**src/rtl/txt_scan_pkg.sv**
```systemverilog
package txt_scan_pkg;
  localparam int COLS            = 40;
  localparam int ROWS            = 24;
  localparam int LINES_PER_BAND  = 8;
  localparam int GROUP_BYTES     = 128;
  localparam int ADDR_W          = 16;
  localparam int PAGE0_BASE      = 'h0400;
  localparam int PAGE_SPAN       = 'h0400;
  localparam int REF_W           = 7;

  localparam int COL_W     = $clog2(COLS);
  localparam int ROW_W     = $clog2(ROWS);
  localparam int COL_LAST  = COLS - 1;
  localparam int ROW_LAST  = ROWS - 1;
  localparam int GROUP_SH  = $clog2(GROUP_BYTES);
  localparam int BAND_SEL_W = $clog2(LINES_PER_BAND);
  localparam int LOW_W     = REF_W - BAND_SEL_W;
  localparam int GROUP_USED = (ROWS / LINES_PER_BAND) * COLS;

  typedef logic [ADDR_W-1:0] addr_t;
  typedef logic [COL_W-1:0]  col_t;
  typedef logic [ROW_W-1:0]  row_t;
  typedef logic [REF_W-1:0]  ref_t;

  // Base of the selected page.
  function automatic addr_t page_base(input logic page);
    return addr_t'(PAGE0_BASE) + (page ? addr_t'(PAGE_SPAN) : addr_t'(0));
  endfunction

  // Interleaved cell mapping: line-in-band picks the 128-byte group,
  // band picks the 40-byte slot inside it.
  function automatic addr_t cell_addr(input logic page, input row_t row, input col_t col);
    addr_t r;
    addr_t line_off;
    addr_t band_off;
    r        = addr_t'(row);
    line_off = (r % addr_t'(LINES_PER_BAND)) * addr_t'(GROUP_BYTES);
    band_off = (r / addr_t'(LINES_PER_BAND)) * addr_t'(COLS);
    return page_base(page) + line_off + band_off + addr_t'(col);
  endfunction

  // DRAM row code swept by the scan.
  function automatic ref_t refresh_code(input addr_t a);
    return {a[GROUP_SH +: BAND_SEL_W], a[LOW_W-1:0]};
  endfunction
endpackage

```
**src/rtl/scan_wrap_counter.sv**
```systemverilog
module scan_wrap_counter #(
  parameter int W    = 6,
  parameter int LAST = 39
) (
  input  logic         clk,
  input  logic         rst_n,
  input  logic         clr,
  input  logic         inc,
  output logic [W-1:0] cnt,
  output logic [W-1:0] cnt_nxt,
  output logic         wrap_evt
);
  logic at_last;

  assign at_last  = (cnt == W'(LAST));
  assign wrap_evt = inc && !clr && at_last;

  always_comb begin
    if (clr)          cnt_nxt = '0;
    else if (inc)     cnt_nxt = at_last ? '0 : cnt + W'(1);
    else              cnt_nxt = cnt;
  end

  always_ff @(posedge clk) begin
    if (!rst_n) cnt <= '0;
    else        cnt <= cnt_nxt;
  end

  // the count never leaves its range
  assert_cnt_range_R3: assert property (@(posedge clk) disable iff (!rst_n)
    cnt <= W'(LAST));

  // an increment moves by one or wraps to zero
  assert_cnt_step_R4: assert property (@(posedge clk) disable iff (!rst_n)
    (inc && !clr) |=> (cnt == (($past(cnt) == W'(LAST)) ? '0 : $past(cnt) + W'(1))));

  // a clear always lands on zero
  assert_cnt_clear_R5: assert property (@(posedge clk) disable iff (!rst_n)
    clr |=> (cnt == '0));
endmodule

```
**src/rtl/scan_addr_reg.sv**
```systemverilog
module scan_addr_reg
  import txt_scan_pkg::*;
(
  input  logic  clk,
  input  logic  rst_n,
  input  logic  step,
  input  logic  page_sel,
  input  row_t  row_nxt,
  input  col_t  col_nxt,
  input  logic  frame_evt,
  output addr_t scan_addr,
  output logic  addr_valid,
  output logic  frame_wrap
);
  addr_t addr_nxt;
  addr_t page_off;

  assign addr_nxt = cell_addr(page_sel, row_nxt, col_nxt);
  assign page_off = scan_addr - addr_t'(PAGE0_BASE);

  always_ff @(posedge clk) begin
    if (!rst_n) begin
      scan_addr  <= cell_addr(1'b0, '0, '0);
      addr_valid <= 1'b0;
      frame_wrap <= 1'b0;
    end else begin
      addr_valid <= step;
      frame_wrap <= step && frame_evt;
      if (step) scan_addr <= addr_nxt;
    end
  end

  // with no strobe the address holds
  assert_hold_no_strobe_R7: assert property (@(posedge clk) disable iff (!rst_n)
    !step |=> $stable(scan_addr));

  // a valid address stays in the two-page window and outside the holes
  assert_no_hole_R8: assert property (@(posedge clk) disable iff (!rst_n)
    addr_valid |-> ((page_off < addr_t'(2*PAGE_SPAN)) &&
                    (scan_addr[GROUP_SH-1:0] < GROUP_SH'(GROUP_USED))));

  // the frame pulse comes with a valid address at line 0 column 0 of a page
  assert_frame_addr_R4: assert property (@(posedge clk) disable iff (!rst_n)
    frame_wrap |-> (addr_valid && (scan_addr[$clog2(PAGE_SPAN)-1:0] == '0)));
endmodule

```
**src/rtl/txt_scan_addr.sv**
```systemverilog
module txt_scan_addr
  import txt_scan_pkg::*;
(
  input  logic              clk,
  input  logic              rst_n,
  input  logic              col_step,
  input  logic              row_step,
  input  logic              page_sel,
  output logic [ADDR_W-1:0] scan_addr,
  output logic              addr_valid,
  output logic              frame_wrap,
  output logic [REF_W-1:0]  refresh_row,
  output logic [COL_W-1:0]  cur_col,
  output logic [ROW_W-1:0]  cur_row
);
  col_t col_nxt;
  row_t row_nxt;
  logic col_wrap_evt;
  logic row_inc;
  logic row_wrap_evt;
  logic step;

  assign step    = col_step || row_step;
  assign row_inc = row_step || col_wrap_evt;

  scan_wrap_counter #(.W(COL_W), .LAST(COL_LAST)) u_col (
    .clk      (clk),
    .rst_n    (rst_n),
    .clr      (row_step),
    .inc      (col_step),
    .cnt      (cur_col),
    .cnt_nxt  (col_nxt),
    .wrap_evt (col_wrap_evt)
  );

  scan_wrap_counter #(.W(ROW_W), .LAST(ROW_LAST)) u_row (
    .clk      (clk),
    .rst_n    (rst_n),
    .clr      (1'b0),
    .inc      (row_inc),
    .cnt      (cur_row),
    .cnt_nxt  (row_nxt),
    .wrap_evt (row_wrap_evt)
  );

  scan_addr_reg u_addr (
    .clk        (clk),
    .rst_n      (rst_n),
    .step       (step),
    .page_sel   (page_sel),
    .row_nxt    (row_nxt),
    .col_nxt    (col_nxt),
    .frame_evt  (row_wrap_evt),
    .scan_addr  (scan_addr),
    .addr_valid (addr_valid),
    .frame_wrap (frame_wrap)
  );

  assign refresh_row = refresh_code(scan_addr);

  // a plain column step moves the in-page offset by one
  assert_col_incr_R2: assert property (@(posedge clk) disable iff (!rst_n)
    (col_step && !row_step && (cur_col != COL_W'(COL_LAST))) |=>
      (scan_addr[$clog2(PAGE_SPAN)-1:0] == $past(scan_addr[$clog2(PAGE_SPAN)-1:0]) + 1'b1));

  // valid follows any strobe
  assert_valid_after_step_R10: assert property (@(posedge clk) disable iff (!rst_n)
    step |=> addr_valid);

  // a line jump starts the new line at column 0
  assert_row_jump_R5: assert property (@(posedge clk) disable iff (!rst_n)
    row_step |=> (cur_col == '0 && addr_valid));
endmodule

```
**config.mk**
```make
export PLATFORM = sky130hd
export DESIGN_NAME = txt_scan_addr
export DESIGN_NICKNAME = d
export VERILOG_FILES = /design/src/rtl/txt_scan_pkg.sv /design/src/rtl/scan_wrap_counter.sv /design/src/rtl/scan_addr_reg.sv /design/src/rtl/txt_scan_addr.sv
export SDC_FILE = /design/constraint.sdc
export NUM_CORES = 1
export LEC_CHECK = 0
export BUFFER_PORTS_ARGS = -buffer_cell sky130_fd_sc_hd__buf_2
export CORE_MARGIN = 1.5
export CORE_UTILIZATION = 55
export DETAILED_ROUTE_END_ITERATION = 12
export GPL_TIMING_DRIVEN = 1
export PLACE_DENSITY = 0.84
export SETUP_SLACK_MARGIN = 0.02
export SLEW_MARGIN = 20
export SYNTH_ARGS = -nofsm -noshare
export SYNTH_HDL_FRONTEND = slang
export SYNTH_SLANG_ARGS = --single-unit
```
**constraint.sdc**
```tcl
create_clock -name clk -period 6 [get_ports clk]
set_clock_uncertainty 0.2 [all_clocks]
set_input_delay 0.9 -clock clk [delete_from_list [all_inputs] [get_ports clk]]
set_output_delay 0.9 -clock clk [all_outputs]
set_load 0.02 [all_outputs]
```
==> reports/qor.yml <==
logic_synthesis:
  synthTopCellsByArea: "dfxtp_1 36%, buf_4 6.4%, nand2_1 5.3%, ha_1 4.5%, mux2i_1 3.6%"
  synth_xor_area_share_pct: 5.61
  synth_compound_area_share_pct: 14.3
  synth_cell_types: 43
  synthSimpleGateAreaFrac_pct: 23.4
  synth_ff_type: "dfxtp_1"
  yosysMostFrequentCell: "dfxtp_1"
  yosysTopAreaCell: "dfxtp_1"
  avgSynthCellArea_sq_um: 8.56
  seq_area_frac_synth_pct: 35.7
  synth_top_family_by_area: "simple AND/OR/NAND/NOR gates"
  synth_common_cells: "25 x dfxtp_1, 20 x nand2_1, 13 x nor2_1, 12 x buf_4, 8 x o21ai_0"
  ys.warnings.count: 0
  yosys-mux-area-fraction_pct: 5.35
  synth_async_sr_flop_share_pct: 0
  yosys.area_share.adder_pct: 5.88
  netlist_area_sq_um: 1400
  synth_top_cell_area_share_pct: 35.7
  synth_cells: 164
  synth_seq_cells: 25
  synth_edf_count: 0
hold_path:
  hold_class: "flop to flop"
global_route:
  grt_max_degree: 20
  track_usage_pct: 21.8
  grt_overflow_total: 0
  antenna_found_initial: 0
  grt_pass1_wl_microns: 4630
  grt_pass1_vias: 1062
timing:
  worst_pin_slew_ps: 601
  finalHoldViolations: 0
  final.setup.tns_ps: 0
  rsz0062_at_grt: "false"
  setup-violations-final: 0
  final.min_clock_period_ps: 3740
  holdWs_ps: 290
  fmax_ghz: 0.267
  slew_viol_final: 0
  slew_headroom_pct: 59.8
  finalCritPeriodShare_pct: 62.4
clock_network:
  cts_made_buffers: 3
  htree_levels: 1
  clk-insertion-delay-late_ps: 320
  post_cts_buffers: 0
  cts-resized-gates: 0
  tritoncts: "yes"
  clock_sinks: 25
  ctsLongestPathBuffers: 2
  ctsHoldBuffers: 0
  root_buffer: "clkbuf_4"
  path_clk_slew_ps: 150
worst_setup_path:
  critical_path.startpoint: "col_step"
  rrSetupSlack_ps: 2410
  r2r_end: "u_addr.scan_addr[7]"
  r2r_cells: 12
  crit_type: "primary input to flop"
  start_kind: "primary input"
  crit_path_end: "u_addr.scan_addr[7]"
  r2r_start: "u_col.cnt[5]"
  critPathMaxFanout: 13
  end_kind: "flop"
  critPathArrivalTime_ps: 3770
  worst_ep_required_time_ps: 6030
final_layout:
  fin_cells: 220
  area_growth_pct: 10.4
  num-nets-final: 202
  largest_register_ffs: 12
  final_area_sq_um: 1550
  layout-drive-gt1-share_pct: 25.3
  fillers: 205
  diodes: 0
floorplan:
  start_util_pct: 57.2
  die_h_microns: 53.5
  die-area_sq_um: 2860
  ios: 41
  core_sq_um: 2450
  die_w_microns: 53.5
  rows: 18
placement:
  gp_congestion: 0.860
  numPortBuffers: 36
  postPlaceCellArea_sq_um: 1520
  dpl.hpwl_microns: 2250
  dp_cells: 216
drt:
  post-route-drc-count: 0
  drtIter0Drc: 29
  vias: 1203
  met1_length_microns: 1330
  wl_met2_microns: 1490
  ant_nets: 0
  viasPerCell: 5.47
  routed_wl_microns: 2990
  avgRoutedWirePerCell_microns: 13.6
  drt_first_pass_iters: 4
  wl_met3_microns: 140
  top_layer_used: "met4"
power:
  cellPowerDensity_nw_per_um2: 192
  clockPowerShare_pct: 25.9
  power_w: 0.000298
  ir_drop_mv: 0.140
  p_switching_w: 0.0000860
  pwr-share-comb_pct: 14.9
  p_sw_share_pct: 28.9
  p_leak_nw: 0.730
  seqPwrFrac_pct: 59.2
  internal_power_w: 0.000212
flow_run:
  cap_violations: 0
status:
  outcome: "completed"
==> power by group through the flow <==
stage | clock network [W] | registers (W) | logic, W
3_3_place_gp | 0 | 0.000179 | 0.0000428
3_5_place_dp | 0 | 0.000180 | 0.0000442
5_1_grt | 0.0000824 | 0.000177 | 0.0000488
6_report | 0.0000772 | 0.000176 | 0.0000442
4_1_cts | 0.0000790 | 0.000176 | 0.0000442
2_1_floorplan | 0 | 0.000186 | 0.0000300
==> cell families (layout without fill, tap and decap cells) <==
group,after synthesis,count (layout)
and+or+nand+nor,65,65
AOI/OAI and AO/OA,28,28
DFF,25,25
buffers and inverters,23,46
xor gates and xnor gates,9,9
muxes,7,7
adders and majority gates,6,6
other,1,4
==> critical path, cell delays in order <==
cell,delay (ps)
buf_2,210
nand3_1,210
o21bai_2,380
nand2_1,90
o31ai_1,370
ha_1,250
inv_1,60
fa_1,390
nor2b_1,200
o21ai_0,120
mux2i_1,330
xor2_1,180
o21ai_0,80
==> how the worst min path moves through the flow <==
stage / from / endpoint / cells past startpoint / slack [ps]
after floorplan: u_addr.scan_addr[5] / u_addr.scan_addr[5] / 2 / 340
after detailed placement: u_addr.scan_addr[5] / u_addr.scan_addr[5] / 2 / 270
after global routing: u_addr.scan_addr[2] / u_addr.scan_addr[2] / 2 / 330
after global placement: u_addr.scan_addr[5] / u_addr.scan_addr[5] / 2 / 250
final: u_addr.scan_addr[5] / u_addr.scan_addr[5] / 2 / 290
after CTS: u_addr.scan_addr[5] / u_addr.scan_addr[5] / 2 / 290
==> layer usage <==
| layer | track usage [%] | vias up |
|---|---|---|
| li1 | - | 593 |
| met1 | 28.8 | 571 |
| met2 | 34.6 | 35 |
| met3 | 3.67 | 4 |
| met4 | 10.3 | 0 |
| met5 | 0 | - |
==> cell usage in the layout (no fill, tap or decap), drive strengths merged, types with 2 or more instances in the layout <==
cell type | netlist | routed
nor2 | 13 | 13
dfxtp | 25 | 25
o31ai | 2 | 2
buf | 12 | 36
clkbuf | 5 | 3
and2b | 2 | 2
mux2i | 6 | 6
nand2 | 20 | 20
o21ai | 8 | 8
a21oi | 5 | 5
xnor2 | 4 | 4
conb | 1 | 4
inv | 6 | 6
nand3 | 7 | 7
nand2b | 6 | 6
ha | 5 | 5
nand4 | 2 | 2
o311ai | 2 | 2
xor2 | 5 | 5
a21boi | 2 | 2
nor2b | 5 | 5
a31oi | 2 | 2
and2 | 3 | 3
==> area by class of cell <==
| class | instances | area, sq um | area share, % |
|---|---|---|---|
| clock buffer | 3 | 22.5 | 1.45 |
| clock inverter | 1 | 5.00 | 0.323 |
| multi-input combinational | 119 | 782 | 50.4 |
| inverter | 6 | 22.5 | 1.45 |
| sequential | 25 | 500 | 32.3 |
| timing repair buffer | 36 | 180 | 11.6 |
| tap | 30 | 37.5 | 2.42 |
==> through the flow <==
stage          setup WS, ps  util, %
2_1_floorplan          2550        -
5_1_grt                2020     63.1
6_report               2260     63.1
3_5_place_dp           1950     62.0
3_3_place_gp           2170     62.0
4_1_cts                2290     63.1
Note: power is estimated with default switching activity, not from simulation.
